$ cat src/rtl/dma_req_pkg.sv
package dma_req_pkg;

  typedef enum logic [1:0] {
    SRC_PIN    = 2'b00,
    SRC_AUTO   = 2'b01,
    SRC_PERIPH = 2'b10,
    SRC_PERIPH2 = 2'b11
  } src_e;

  typedef enum logic [1:0] {
    SZ_BYTE  = 2'b00,
    SZ_WORD  = 2'b01,
    SZ_LONG  = 2'b10,
    SZ_UNIT16 = 2'b11
  } size_e;

  typedef enum logic [1:0] {
    ST_IDLE = 2'b00,
    ST_XFER = 2'b01,
    ST_GAP  = 2'b10
  } st_e;

  // Control byte, MSB first: sampling, size, burst, source, enable
  typedef struct packed {
    logic [1:0] smode;
    size_e      size;
    logic       burst;
    src_e       src;
    logic       en;
  } ctrl_t;

  localparam int CTRL_W = $bits(ctrl_t);
  localparam int UNIT16_BEATS = 4;

  function automatic logic [2:0] step_of(size_e s);
    case (s)
      SZ_BYTE: return 3'd1;
      SZ_WORD: return 3'd2;
      default: return 3'd4;
    endcase
  endfunction

  function automatic logic [1:0] beat_code(size_e s);
    return (s == SZ_UNIT16) ? 2'b10 : s;
  endfunction

endpackage

$ cat src/rtl/dma_req_ctrl.sv
module dma_req_ctrl
  import dma_req_pkg::*;
#(
  parameter bit HAS_SAMPLE = 1'b1
) (
  input  logic              clk,
  input  logic              rst,
  input  logic              wr_en,
  input  logic [CTRL_W-1:0] wr_data,
  input  logic              clr_en,
  output ctrl_t             ctrl
);

  logic [1:0] smode_in;

  generate
    if (HAS_SAMPLE) begin : g_smp
      assign smode_in = wr_data[CTRL_W-1 -: 2];
    end else begin : g_nosmp
      assign smode_in = 2'b00;
    end
  endgenerate

  always_ff @(posedge clk) begin
    if (rst) begin
      ctrl <= '0;
    end else begin
      if (wr_en) ctrl <= ctrl_t'({smode_in, wr_data[CTRL_W-3:0]});
      if (clr_en) ctrl.en <= 1'b0;
    end
  end

endmodule

$ cat src/rtl/dma_req_detect.sv
module dma_req_detect
  import dma_req_pkg::*;
#(
  parameter int SYNC_N = 2
) (
  input  logic  clk,
  input  logic  rst,
  input  logic  pin,
  input  logic  periph_req,
  input  ctrl_t ctrl,
  input  logic  consume,
  output logic  req
);

  logic [SYNC_N-1:0] sync_q;
  logic              prev_q;
  logic              pin_s;
  logic              edge_hit;
  logic              level_hit;
  logic              is_edge;
  logic              pend_q;
  logic              pin_req;

  assign pin_s     = sync_q[SYNC_N-1];
  assign is_edge   = ctrl.smode[0];
  assign level_hit = ctrl.smode[1] ? pin_s : ~pin_s;
  assign edge_hit  = ctrl.smode[1] ? (pin_s & ~prev_q) : (~pin_s & prev_q);
  assign pin_req   = is_edge ? (pend_q | edge_hit) : level_hit;

  always_ff @(posedge clk) begin
    if (rst) begin
      sync_q <= '0;
      prev_q <= 1'b0;
      pend_q <= 1'b0;
    end else begin
      sync_q <= {sync_q[SYNC_N-2:0], pin};
      prev_q <= pin_s;
      if (ctrl.en && is_edge && ctrl.src == SRC_PIN)
        pend_q <= (pend_q | edge_hit) & ~consume;
      else
        pend_q <= 1'b0;
    end
  end

  always_comb begin
    case (ctrl.src)
      SRC_AUTO: req = ctrl.en;
      SRC_PIN:  req = ctrl.en & pin_req;
      default:  req = ctrl.en & periph_req;
    endcase
  end

endmodule

$ cat src/rtl/dma_req_fsm.sv
module dma_req_fsm
  import dma_req_pkg::*;
#(
  parameter int CNT_W = 16
) (
  input  logic             clk,
  input  logic             rst,
  input  ctrl_t            ctrl,
  input  logic             req,
  input  logic             cnt_we,
  input  logic [CNT_W-1:0] cnt_data,
  input  logic             bus_ack,
  output logic             xfer_stb,
  output logic             bus_req,
  output logic [1:0]       xfer_size,
  output logic [2:0]       addr_inc,
  output logic             done,
  output logic             clr_en,
  output logic             consume
);

  localparam int BEAT_W = $clog2(UNIT16_BEATS);

  st_e              st;
  logic [CNT_W-1:0] cnt;
  logic [BEAT_W-1:0] beat;
  size_e            usize;
  logic             last_beat;
  logic             unit_end;
  logic             final_unit;
  logic             go;
  logic             cont;

  assign last_beat  = (usize != SZ_UNIT16) || (beat == BEAT_W'(UNIT16_BEATS - 1));
  assign unit_end   = (st == ST_XFER) && bus_ack && last_beat;
  assign final_unit = unit_end && (cnt == CNT_W'(1));
  assign go         = (st == ST_IDLE) && req && (cnt != '0);
  assign cont       = unit_end && !final_unit && ctrl.burst && req;
  assign consume    = go | cont;
  assign clr_en     = final_unit;

  always_ff @(posedge clk) begin
    if (rst) begin
      st        <= ST_IDLE;
      cnt       <= '0;
      beat      <= '0;
      usize     <= SZ_BYTE;
      xfer_stb  <= 1'b0;
      bus_req   <= 1'b0;
      xfer_size <= 2'b00;
      addr_inc  <= 3'd0;
      done      <= 1'b0;
    end else begin
      done <= 1'b0;
      case (st)
        ST_IDLE: begin
          if (go) begin
            st        <= ST_XFER;
            xfer_stb  <= 1'b1;
            bus_req   <= 1'b1;
            beat      <= '0;
            usize     <= ctrl.size;
            xfer_size <= beat_code(ctrl.size);
            addr_inc  <= step_of(ctrl.size);
          end
        end
        ST_XFER: begin
          if (bus_ack) begin
            if (!last_beat) begin
              beat <= beat + 1'b1;
            end else begin
              cnt  <= cnt - 1'b1;
              beat <= '0;
              if (final_unit) begin
                done     <= 1'b1;
                xfer_stb <= 1'b0;
                bus_req  <= 1'b0;
                st       <= ST_IDLE;
              end else if (cont) begin
                usize     <= ctrl.size;
                xfer_size <= beat_code(ctrl.size);
                addr_inc  <= step_of(ctrl.size);
              end else begin
                xfer_stb <= 1'b0;
                bus_req  <= 1'b0;
                st       <= ST_GAP;
              end
            end
          end
        end
        ST_GAP:  st <= ST_IDLE;
        default: st <= ST_IDLE;
      endcase
      if (cnt_we) cnt <= cnt_data;
    end
  end

endmodule

$ cat src/rtl/dma_req_seq.sv
module dma_req_seq
  import dma_req_pkg::*;
#(
  parameter int CNT_W      = 16,
  parameter bit HAS_SAMPLE = 1'b1,
  parameter int SYNC_N     = 2
) (
  input  logic             clk,
  input  logic             rst,
  input  logic             cfg_we,
  input  logic [7:0]       cfg_data,
  input  logic             cnt_we,
  input  logic [CNT_W-1:0] cnt_data,
  input  logic             req_pin,
  input  logic             periph_req,
  input  logic             bus_ack,
  output logic             xfer_stb,
  output logic [1:0]       xfer_size,
  output logic [2:0]       addr_inc,
  output logic             bus_req,
  output logic             done,
  output logic [7:0]       cfg_q
);

  ctrl_t ctrl;
  logic  clr_en;
  logic  consume;
  logic  req;

  dma_req_ctrl #(.HAS_SAMPLE(HAS_SAMPLE)) u_ctrl (
    .clk(clk), .rst(rst), .wr_en(cfg_we), .wr_data(cfg_data),
    .clr_en(clr_en), .ctrl(ctrl)
  );

  dma_req_detect #(.SYNC_N(SYNC_N)) u_det (
    .clk(clk), .rst(rst), .pin(req_pin), .periph_req(periph_req),
    .ctrl(ctrl), .consume(consume), .req(req)
  );

  dma_req_fsm #(.CNT_W(CNT_W)) u_fsm (
    .clk(clk), .rst(rst), .ctrl(ctrl), .req(req),
    .cnt_we(cnt_we), .cnt_data(cnt_data), .bus_ack(bus_ack),
    .xfer_stb(xfer_stb), .bus_req(bus_req), .xfer_size(xfer_size),
    .addr_inc(addr_inc), .done(done), .clr_en(clr_en), .consume(consume)
  );

  assign cfg_q = ctrl;

endmodule

$ cat config.mk
export PLATFORM = sky130hd
export DESIGN_NAME = dma_req_seq
export DESIGN_NICKNAME = d
export VERILOG_FILES = /design/src/rtl/dma_req_pkg.sv /design/src/rtl/dma_req_ctrl.sv /design/src/rtl/dma_req_detect.sv /design/src/rtl/dma_req_fsm.sv /design/src/rtl/dma_req_seq.sv
export SDC_FILE = /design/constraint.sdc
export NUM_CORES = 1
export LEC_CHECK = 0
export CORE_ASPECT_RATIO = 0.7
export CORE_MARGIN = 10
export CORE_UTILIZATION = 55
export CTS_BUF_LIST = sky130_fd_sc_hd__clkbuf_4
export DETAILED_ROUTE_END_ITERATION = 8
export PLACE_DENSITY = 0.93
export SLEW_MARGIN = 20
export SYNTH_ARGS = -nofsm -noshare
export SYNTH_HDL_FRONTEND = slang
export SYNTH_SLANG_ARGS = --single-unit
$ cat constraint.sdc
create_clock -name clk -period 4.6 [get_ports clk]
set_input_delay 0.92 -clock clk [delete_from_list [all_inputs] [get_ports clk]]
set_output_delay 0.92 -clock clk [all_outputs]
set_load 0.005 [all_outputs]
-- Yosys cells after proc, flatten, opt, wreduce, memory -nomap -nowiden
Index checks and enable logic that the tools add are counted.
- register bits: 41
- latch bits: 0
- RAM bits: 0
- ROM bits: 0
- output and inout bits: 16
- word-level logic and storage cells: 118
- memories: 0
- add/sub/neg operators: 2
- multipliers: 0
- div/mod/pow operators: 0
- magnitude comparators: 0
- equality and inequality tests: 13
- shifts and indexed selects: 0
- multiplexer cells: 45
- bitwise gates (word level): 14
- reduce and logical (&&, ||, !) cells: 28
- operators by type and width (operator ; number):
    2-to-1 mux 16 bit ; 4
    2-to-1 mux 2 bit ; 19
    == test 16 x 1 -> 1 bit (second input constant) ; 1
    case mux 2 bit (2 select lines) ; 4
    nonzero test 16 bit ; 1
    subtractor 16 x 1 -> 16 bit (second input constant) ; 1
    2-to-1 mux 3 bit ; 5
    case mux 3 bit (2 select lines) ; 2
    logical AND 1 bit ; 10
    2-to-1 mux 1 bit ; 9
    nonzero test 2 bit ; 4
    inverter 1 bit ; 7
    == test 2 x 1 -> 1 bit (second input constant) ; 3
    zero test 2 bit ; 3
    inequality test 2 x 1 -> 1 bit (second input constant) ; 3
    inequality test 2 bit (second input constant) ; 3
    AND reduction 3 bit ; 2
    AND reduction 6 bit ; 1
    bitwise AND 1 bit ; 5
    AND reduction 5 bit ; 1
    == test 2 bit (second input constant) ; 2
    case mux 1 bit (2 select lines) ; 2
    AND reduction 4 bit ; 1
    OR reduction 2 bit ; 2
    6 further kinds ; 7

-- Depth between registers and ports, before layout
Gate-level depths: netlist of the first run.
- word-level depth: 13
- gate-level depth with buffers: 7

-- By module
A second synthesis of the first run with hierarchy kept.
- cell total of the unflattened synthesis: 226
- area total of the unflattened synthesis: 1974.4 um^2
- by module, submodules not included (module ; instances ; cells an instance ; area each (um^2) ; sequential area each (um^2)):
    dma_req_fsm ; 1 ; 179 ; 1502.7 ; 560.5
    dma_req_ctrl ; 1 ; 26 ; 291.5 ; 160.2
    dma_req_detect ; 1 ; 21 ; 180.2 ; 80.1

-- Worst setup path before layout of the first run
No wires, ideal clock.
- kind: input to register
- start point: in bus_ack
- end point: reg u_fsm.addr_inc[0]
- library setup time: 0.070 ns
- arrival time: 2.091 ns
- required time: 4.530 ns
- slack: 2.439 ns
- stages: 6
- buffers on the path: 1
- cell sequence: and3b_1 -> buf_2 -> nand4_1 -> o22a_1 -> or4_1 -> a21oi_1
- cells in the longest elaborated chain, start to end: 9
- elaborated cells between the ends (all ways): 11
- those cells by class: eq/ne: 3; reduce/logical: 8
- RTL lines (item ; RTL line ; source):
    start, declared ; dma_req_seq.sv:16 ; input logic bus_ack,
    logical AND 1 bit (2 in a row) ; dma_req_fsm.sv:35 ; assign unit_end = (st == ST_XFER) && bus_ack && last_beat;
    logical AND 1 bit ; dma_req_fsm.sv:36 ; assign final_unit = unit_end && (cnt == CNT_W'(1));
    zero test 1 bit ; dma_req_fsm.sv:38 ; assign cont = unit_end && !final_unit && ctrl.burst && req;
    logical AND 1 bit (3 in a row) ; dma_req_fsm.sv:38 ;
    inequality test 2 x 1 -> 1 bit (no line) ; -- ;
    AND reduction 6 bit (no line) (*) ; -- ;
    end signal, assigned ; dma_req_fsm.sv:64 ; addr_inc <= step_of(ctrl.size);
    end signal, assigned ; dma_req_fsm.sv:82 ; addr_inc <= step_of(ctrl.size);
    end, declared ; dma_req_fsm.sv:16 ; output logic [2:0] addr_inc,
Mark *: on every way between the ends. The rest lies on a longest branch, timed or not.
A chain may end at the register's enable or synchronous reset.

-- Worst setup path in the final report of the first run
Ends and elaborated chain as after synthesis.

==> metrics.txt, run 1 <==
CP endpoint kind=register; grt ovf=0; remaining antenna violation count=0; Hold Fails Final Rpt=0; top post-synthesis cells by count=dfxtp_1, nor2_1, nand2_1; Setup TNS=0 ps; PostCTS Resize Cnt=0; Slew HR=53.5%; initial core utilization=56.5%; maximum vdd drop=0.000188 V; post-synthesis sequential area ratio=40.6%; fin area=0.00249 mm2; die span in y=70.1 um; area share of the leading cell type in the synthesized netlist=40.6%; number of DRC markers in iteration 0=138; capturing point of the worst reg2reg path=u_fsm.addr_inc[0]$_SDFFE_PP0P_; status=complete, no violations; Final Routed Wirelength=4760 um; minimum clock period=2530 ps; DR vias/cell=5.58; LEAKAGE=0.864 nW; EDFF count, synth=0; Crit Path Class=input pin to register; reg-to-reg setup timing slack=2560 ps; antenna violations before repair=0; RSZ-0062 raised after global routing=no; hold crit path type=register to register; Crit Path Max Fanout=10; Yosys top cell by area=dfxtp_1; Critical Path RT=4900 ps; Detail Placement HPWL=3580 um; Global Route Usage Sum=14.9%; cells on worst reg2reg path=6; clock skew=9.16 ps; pin count of the biggest net entering global routing=25; port bufs=46; CTS Hold Buffers Added=0; core area=0.00349 mm2; worst slew pin tran=692 ps; synth warn=0; Pwr per Cell Area=276 mW/mm2; share of post-route cells with drive strength above 1=5.24%; Multi-input gate area=0.00108 mm2; CTS buffer count=5; reg-to-reg startpoint=u_fsm.beat[0]$_SDFFE_PP0P_; TritonCTS clock tree=yes; Slew Viols, Final=0; CP Launch Type=input pin; CTS H-tree depth=2; FFs w/ async S/R, synth=0%; dominant cells by area after synthesis=dfxtp_1, xnor2_1, mux2i_1, nor2_1, a21oi_1; Post-Syn Area=0.00197 mm2; Clock Path Buffers=2; Peak Freq=396 MHz; Cell Rows=18; First-pass DRT Iterations=5; CP arrival=2820 ps; Clock Pin Slew Worst Setup and Hold Paths=110 ps; Fin Hold WS=451 ps; syn avg cell area=8.80 um2; Routed wire per std cell=15.0 um; via count=1769; DRC violations left=0; setup bufs post-CTS=0; final setup violation count=0; Hold Path Origin=u_det.sync_q[0]$_SDFF_PP0_; clk root buf=clkbuf_4; Ant. Diodes=0; vias in the first global route=1708; Die ar.=0.00642 mm2; Synth cell types=42; CTS Sinks=40; first-pass GRT wire length=8010 um; DP Area=0.00244 mm2; Synth Instances=224; number of fill cells=257; WHS Path Cells=1; Reg area=801 um2; number of synthesized register bits=40; Max Cap Viol=0; chip width=91.6 um; prevailing post-synth register cell=dfxtp_1; Clock Latency Late Sink=360 ps; Layout area overhead=26.4%; # nets final=301; end of the worst hold path=u_det.sync_q[1]$_SDFF_PP0_; Placer Congestion=0.824; Tcrit/Tclk final=54.9%; most common cell in the netlist=dfxtp_1; Synthesized Nets=259; I/O Pins=47
## logic make-up (layout without fill, tap and decap cells)
| kind of cell | after synthesis | in the layout | share of synthesized area, % |
|---|---|---|---|
| multiplexers | 10 | 10 | 5.08 |
| AO/OA/AOI/OAI | 38 | 38 | 12.1 |
| flip-flops | 40 | 40 | 40.6 |
| XOR/XNOR | 15 | 15 | 6.66 |
| AND/OR/NAND/NOR | 99 | 99 | 28.5 |
| buffers and inverters | 18 | 61 | 4.50 |
| adder cells (fa/ha/maj) | 4 | 4 | 2.54 |
## report_power, final
group | switching, W | leakage [nW] | internal [W]
clock | 0.000112 | 0.0338 | 0.0000706
combinational | 0.0000549 | 0.501 | 0.0000677
sequential | 0.0000185 | 0.328 | 0.000364
## through the flow
stage	util (%)	instances	setup slack [ps]	power [W]
2_1_floorplan	-	224	2440	0.000456
3_3_place_gp	69.8	309	1810	0.000506
3_5_place_dp	69.8	309	1740	0.000510
4_1_cts	71.4	317	2100	0.000689
5_1_grt	71.4	317	1950	0.000720
6_report	71.4	317	2070	0.000687
## how the worst max path moves through the flow
stage,from,end,slack (ps),cells after the start
after floorplan,bus_ack,u_fsm.addr_inc[0]$_SDFFE_PP0P_,2440,6
after global routing,bus_ack,u_fsm.cnt[13]$_SDFFE_PP0P_,1950,6
after CTS,bus_ack,u_fsm.addr_inc[0]$_SDFFE_PP0P_,2100,6
final,bus_ack,u_fsm.addr_inc[0]$_SDFFE_PP0P_,2070,6
after detailed placement,bus_ack,u_fsm.addr_inc[0]$_SDFFE_PP0P_,1740,6
after global placement,bus_ack,u_fsm.addr_inc[0]$_SDFFE_PP0P_,1810,6
## layout by cell type (no fill, tap or decap), types with 2 or more instances in the layout
cell type	netlist	layout
clkbuf_4	0	7
and4_1	2	2
nor3_1	10	10
inv_1	6	6
clkdlybuf4s50_1	0	46
nor2b_1	3	3
nor4_1	6	6
o21ai_0	8	8
or3_1	2	2
mux2i_1	10	10
nor4b_1	4	4
xnor2_1	15	15
nor2_1	23	23
a211oi_1	8	8
nand4b_1	4	4
ha_1	4	4
nand3b_1	2	2
nand2b_1	7	7
nand4_1	5	5
or4_1	3	3
a21oi_1	14	14
dfxtp_1	40	40
o211ai_1	2	2
nand2_1	18	18
nand3_1	2	2
## area by class of cell
type	instances	area share (%)
Sequential cell	40	32.1
Inverter	6	0.904
Timing Repair Buffer	47	18.8
Tap cell	50	2.51
Multi-Input combinational cell	166	43.4
Clock inverter	1	0.151
Clock buffer	7	2.11
## worst max-delay path: stages
cell             delay [ps]
clkdlybuf4s50_1         500
and3b_1                 400
nand4_1                 170
o22a_1                  260
or4_1                   400
a21oi_1                 160
## per-layer routing
layer / up-vias / GRT usage, % / routed length (um)
met5: - / 0 / 0
met4: 0 / 7.97 / 121
met3: 13 / 4.06 / 255
met2: 55 / 21.5 / 2100
met1: 811 / 19.7 / 2290
li1: 890 / - / -
## registers in the layout, indices dropped and copies added, names as in the netlist, 2 cells and up
name,count
u_det.sync_q,2
u_ctrl.ctrl,8
u_fsm.beat,2
u_fsm.cnt,16
u_fsm.usize,2
u_fsm.st,2
u_fsm.addr_inc,3
(Power assumes the default switching activity.)
==> run 2: changes to the inputs <==
Settings changed: CORE_UTILIZATION 55 to 51, PLACE_DENSITY 0.93 to 0.88.
Clock period 4.6 ns to 2.5 ns, I/O delays scaled along.
==> run 2 against run 1 <==
  * Cell count increased by 0.63%
  * Combinational power grew 85%
  * Register-to-register slack got worse by 2000 ps
  * Hold slack gained 5.7 ps
  * Clock power is 130% higher
  * Wire length increased by 1.7%
  * Critical endpoint is now u_det.pend_q$_SDFF_PP0_
  * Largest cell class unchanged
  * Highest routed layer unchanged
==> metrics.txt, run 2 (synthesis results as in run 1) <==
CTS Sinks=40; Ant. Diodes=0; Tcrit/Tclk final=78.3%; end of the worst hold path=u_det.sync_q[1]$_SDFF_PP0_; Largest regs=u_fsm.cnt (16), u_ctrl.ctrl (8), u_fsm.addr_inc (3); reg-to-reg setup timing slack=540 ps; fin util=70.2%; Clock Latency Late Sink=340 ps; fin area=0.00254 mm2; most frequent cells in the layout=clkdlybuf4s50_1, dfxtp_1, nor2_1; Pwr per Cell Area=534 mW/mm2; met1 wire length=2360 um; max reg flops=16; Global Route Usage Sum=13.8%; initial core utilization=54.4%; port bufs=46; Hold Path Origin=u_det.sync_q[0]$_SDFF_PP0_; Critical Path RT=2760 ps; PostCTS Resize Cnt=0; cells on worst reg2reg path=5; Layout area overhead=29.0%; pin count of the biggest net entering global routing=34; met3 routed WL=338 um; Die ar.=0.00679 mm2; chip width=94.3 um; WHS Path Cells=1; DP Area=0.00246 mm2; via count=1747; Clock Path Buffers=2; Crit Path Max Fanout=6; top layer in use=met4; Detail Placement HPWL=3690 um; Final Routed Wirelength=4850 um; Setup TNS=0 ps; CP Launch Type=register; CP endpoint kind=register; worst slew pin tran=687 ps; reg-to-reg startpoint=u_fsm.cnt[8]$_SDFFE_PP0P_; grt ovf=0; Slew HR=53.8%; setup bufs post-CTS=0; hold crit path type=register to register; WL met2=2080 um; DR vias/cell=5.48; final setup violation count=0; maximum vdd drop=0.000403 V; CTS Hold Buffers Added=0; LEAKAGE=0.890 nW; Placer Congestion=0.853; Hold Fails Final Rpt=0; Clock Pin Slew Worst Setup and Hold Paths=120 ps; largest reg by FF count=u_fsm.cnt; worst slack, placed=219 ps; Peak Freq=511 MHz; First-pass DRT Iterations=4; Setup WS post-layout=542 ps; status=complete, no violations; DRC violations left=0; TritonCTS clock tree=yes; vias in the first global route=1578; CTS H-tree depth=2; share of post-route cells with drive strength above 1=6.32%; CTS buffer count=5; Slew Viols, Final=0; minimum clock period=1960 ps; Crit Path Class=register to register; die span in y=72.0 um; capturing point of the worst reg2reg path=u_det.pend_q$_SDFF_PP0_; Routed wire per std cell=15.2 um; number of DRC markers in iteration 0=111; clk root buf=clkbuf_4; # nets final=303; Max Cap Viol=0; Cell Rows=18; total power=0.00136 W; I/O Pins=47; core area=0.00363 mm2; CP arrival=2220 ps; RSZ-0062 raised after global routing=no; clock skew=9.43 ps; antenna violations before repair=0; first-pass GRT wire length=7750 um; remaining antenna violation count=0; commonest non-fill, non-tap cell in the layout=clkdlybuf4s50_1
==> run 2: cell count changes in the layout (fill, tap and decap cells not counted), sizes merged <==
cell,before,now
buf,1,3
clkbuf,7,6
bufinv,0,1
==> run 2: worst max-delay path: stages (launching register included) <==
cell	delay, ps
dfxtp_1	380
nor4_1	640
and4_1	370
o22a_1	210
nor2_1	100
nor3_1	180
==> run 2: where the power goes <==
part	internal (W)	switching [W]	total, W	leakage (nW)
logic	0.000128	0.000100	0.000228	0.516
clock network	0.000221	0.000207	0.000428	0.0456
registers	0.000669	0.0000349	0.000704	0.328
==> run 2: layout make-up <==
class / count / area, um2
multi-input combinational: 166 / 1080
timing repair buffer: 49 / 495
tap: 50 / 62.6
clock buffer: 6 / 45.0
fill: 282 / 1080
sequential: 40 / 801
inverter: 6 / 22.5
clock inverter: 2 / 35.0
==> run 2: worst max-delay path by stage <==
stage                                     from                        endpoint  cells past startpoint
floorplan                              bus_ack  u_fsm.addr_inc[0]$_SDFFE_PP0P_                      6
global placement                       bus_ack  u_fsm.addr_inc[0]$_SDFFE_PP0P_                      6
detailed placement                     bus_ack  u_fsm.addr_inc[0]$_SDFFE_PP0P_                      6
CTS                 u_fsm.beat[0]$_SDFFE_PP0P_  u_fsm.addr_inc[0]$_SDFFE_PP0P_                      6
global route        u_fsm.beat[0]$_SDFFE_PP0P_  u_fsm.addr_inc[0]$_SDFFE_PP0P_                      6
finish               u_fsm.cnt[8]$_SDFFE_PP0P_         u_det.pend_q$_SDFF_PP0_                      5
==> run 2: metal layers <==
metal  vias up  global-route usage (%)
met1       789                    19.3
met3         7                    3.49
met5         -                       0
met2        61                    19.6
met4         0                    5.04
li1        890                       -
==> run 2: per-stage QoR <==
stage          hold WS [ps]  instances
2_1_floorplan           414        224
3_3_place_gp            417        311
3_5_place_dp            426        311
4_1_cts                 454        319
5_1_grt                 479        319
6_report                457        319
==> run 3: changes to the inputs <==
Settings changed: CORE_UTILIZATION 51 to 46, PLACE_DENSITY 0.88 to 0.84.
Clock period 2.5 ns to 1.69 ns, I/O delays scaled along.
==> run 3 against run 2 <==
  * The flow now finishes with violations (setup timing)
  * Cell area is 20% higher
  * Die area rose by 8.2%
  * Sequential power rose by 49%
  * Largest cell class unchanged
  * Largest power group unchanged
==> metrics.txt, run 3 (synthesis results as in run 1) <==
Flop pwr share=48.5%; Ant. Diodes=0; DR vias/cell=5.50; worst slack, placed=-431 ps; Hold Fails Final Rpt=0; CTS H-tree depth=2; LEAKAGE=1.15 nW; most frequent cells in the layout=clkdlybuf4s50_1, buf_4, dfxtp_1; hold crit path type=register to register; Final Routed Wirelength=5710 um; CTS Sinks=40; CTS Hold Buffers Added=0; worst slew pin tran=296 ps; Global Route Usage Sum=14.4%; initial core utilization=49.1%; chip width=98.3 um; clk root buf=clkbuf_4; max reg flops=16; Slew Viols, Final=0; design internal power=0.00158 W; die span in y=74.8 um; Critical Path RT=1990 ps; largest reg by FF count=u_fsm.cnt; Slew HR=80.1%; Setup TNS=-250 ps; minimum clock period=1820 ps; CP arrival=2120 ps; First-pass DRT Iterations=4; number of DRC markers in iteration 0=87; maximum vdd drop=0.000499 V; Routed wire per std cell=16.2 um; share of post-route cells with drive strength above 1=31.2%; Cell Rows=19; first-pass GRT wire length=8870 um; reg-to-reg setup timing slack=-80 ps; Clock Latency Late Sink=350 ps; Pwr per Cell Area=713 mW/mm2; CTS buffer count=5; Sw Ratio=27.4%; DRC violations left=0; CP endpoint kind=register; via count=1940; Clock Pin Slew Worst Setup and Hold Paths=130 ps; final setup violation count=7; Setup WS post-layout=-129 ps; Tcrit/Tclk final=108%; core area=0.00402 mm2; clock skew=14.0 ps; Die ar.=0.00735 mm2; pin count of the biggest net entering global routing=30; Placer Congestion=0.896; port bufs=46; Max Cap Viol=0; Net Sw Power=0.000594 W; CP Launch Type=input pin; failing checks=setup timing; antenna violations before repair=0; Layout area overhead=54.3%; vias in the first global route=1879; TritonCTS clock tree=yes; Crit Path Max Fanout=5; clock share of power=29.5%; Largest regs=u_fsm.cnt (16), u_ctrl.ctrl (8), u_fsm.addr_inc (3); Peak Freq=550 MHz; Clock Path Buffers=2; Crit Path Class=input pin to register; remaining antenna violation count=0; commonest non-fill, non-tap cell in the layout=clkdlybuf4s50_1; grt ovf=0; Logic pwr share=22.0%; I/O Pins=47; status=complete, but fails checks; # nets final=335; total power=0.00217 W; Detail Placement HPWL=3920 um; RSZ-0062 raised after global routing=yes
[run 3: layout make-up]
class	count	area [um2]
clock buffer	5	37.5
clock inverter	3	42.5
fill	272	976
inverter	6	22.5
multi-input combinational	166	1280
sequential	40	826
tap	52	65.1
timing repair buffer	81	768
[run 3: per-stage QoR]
| step | hold WS, ps | std cells | area, um2 | utilization (%) |
|---|---|---|---|---|
| finish | 456 | 353 | 3040 | 75.7 |
| global route | 467 | 353 | 3040 | 75.7 |
| CTS | 459 | 350 | 2830 | 70.5 |
| detailed placement | 426 | 338 | 2670 | 66.5 |
| global placement | 431 | 338 | 2670 | 66.5 |
| floorplan | 414 | 224 | 1980 | - |
[run 3: per-layer routing]
metal  share of wire (%)  wire length [um]  track usage (%)  vias to the layer above
li1                    -                 -                -                      949
met1                  46              2630             18.6                      920
met2                  47              2680             23.2                       62
met3                 6.0               340             3.75                        9
met4                 1.2                67             4.28                        0
met5                   0                 0                0                        -
[run 3: critical path, cell delays in order]
cell and delay [ps]:
clkdlybuf4s50_1 500, and3b_2 270, nand4_1 170, o22a_1 240, or4_1 470, a21oi_1 140
[run 3: timing repair]
| item | CTS | global route |
|---|---|---|
| gates resized for setup | 21 | 43 |
| setup endpoints to repair | 17 | 26 |
| setup buffers | 4 | 3 |
| pin swaps | 9 | 9 |
[run 3: final timing paths]
check                                                 from                        endpoint  depth (start not counted)
worst max-delay path                               bus_ack  u_fsm.addr_inc[0]$_SDFFE_PP0P_                          6
worst min-delay path            u_det.sync_q[0]$_SDFF_PP0_      u_det.sync_q[1]$_SDFF_PP0_                          1
worst max register to register   u_fsm.cnt[0]$_SDFFE_PP0P_  u_fsm.addr_inc[0]$_SDFFE_PP0P_                          7
worst min register to register  u_det.sync_q[0]$_SDFF_PP0_      u_det.sync_q[1]$_SDFF_PP0_                          1
[run 3: power by group through the flow]
stage               Combinational [W]  Clock (W)  Sequential, W
floorplan                    0.000192          0        0.00105
global placement             0.000393          0        0.00105
detailed placement           0.000402          0        0.00106
CTS                          0.000433   0.000640        0.00104
global route                 0.000517   0.000684        0.00106
finish                       0.000478   0.000640        0.00105
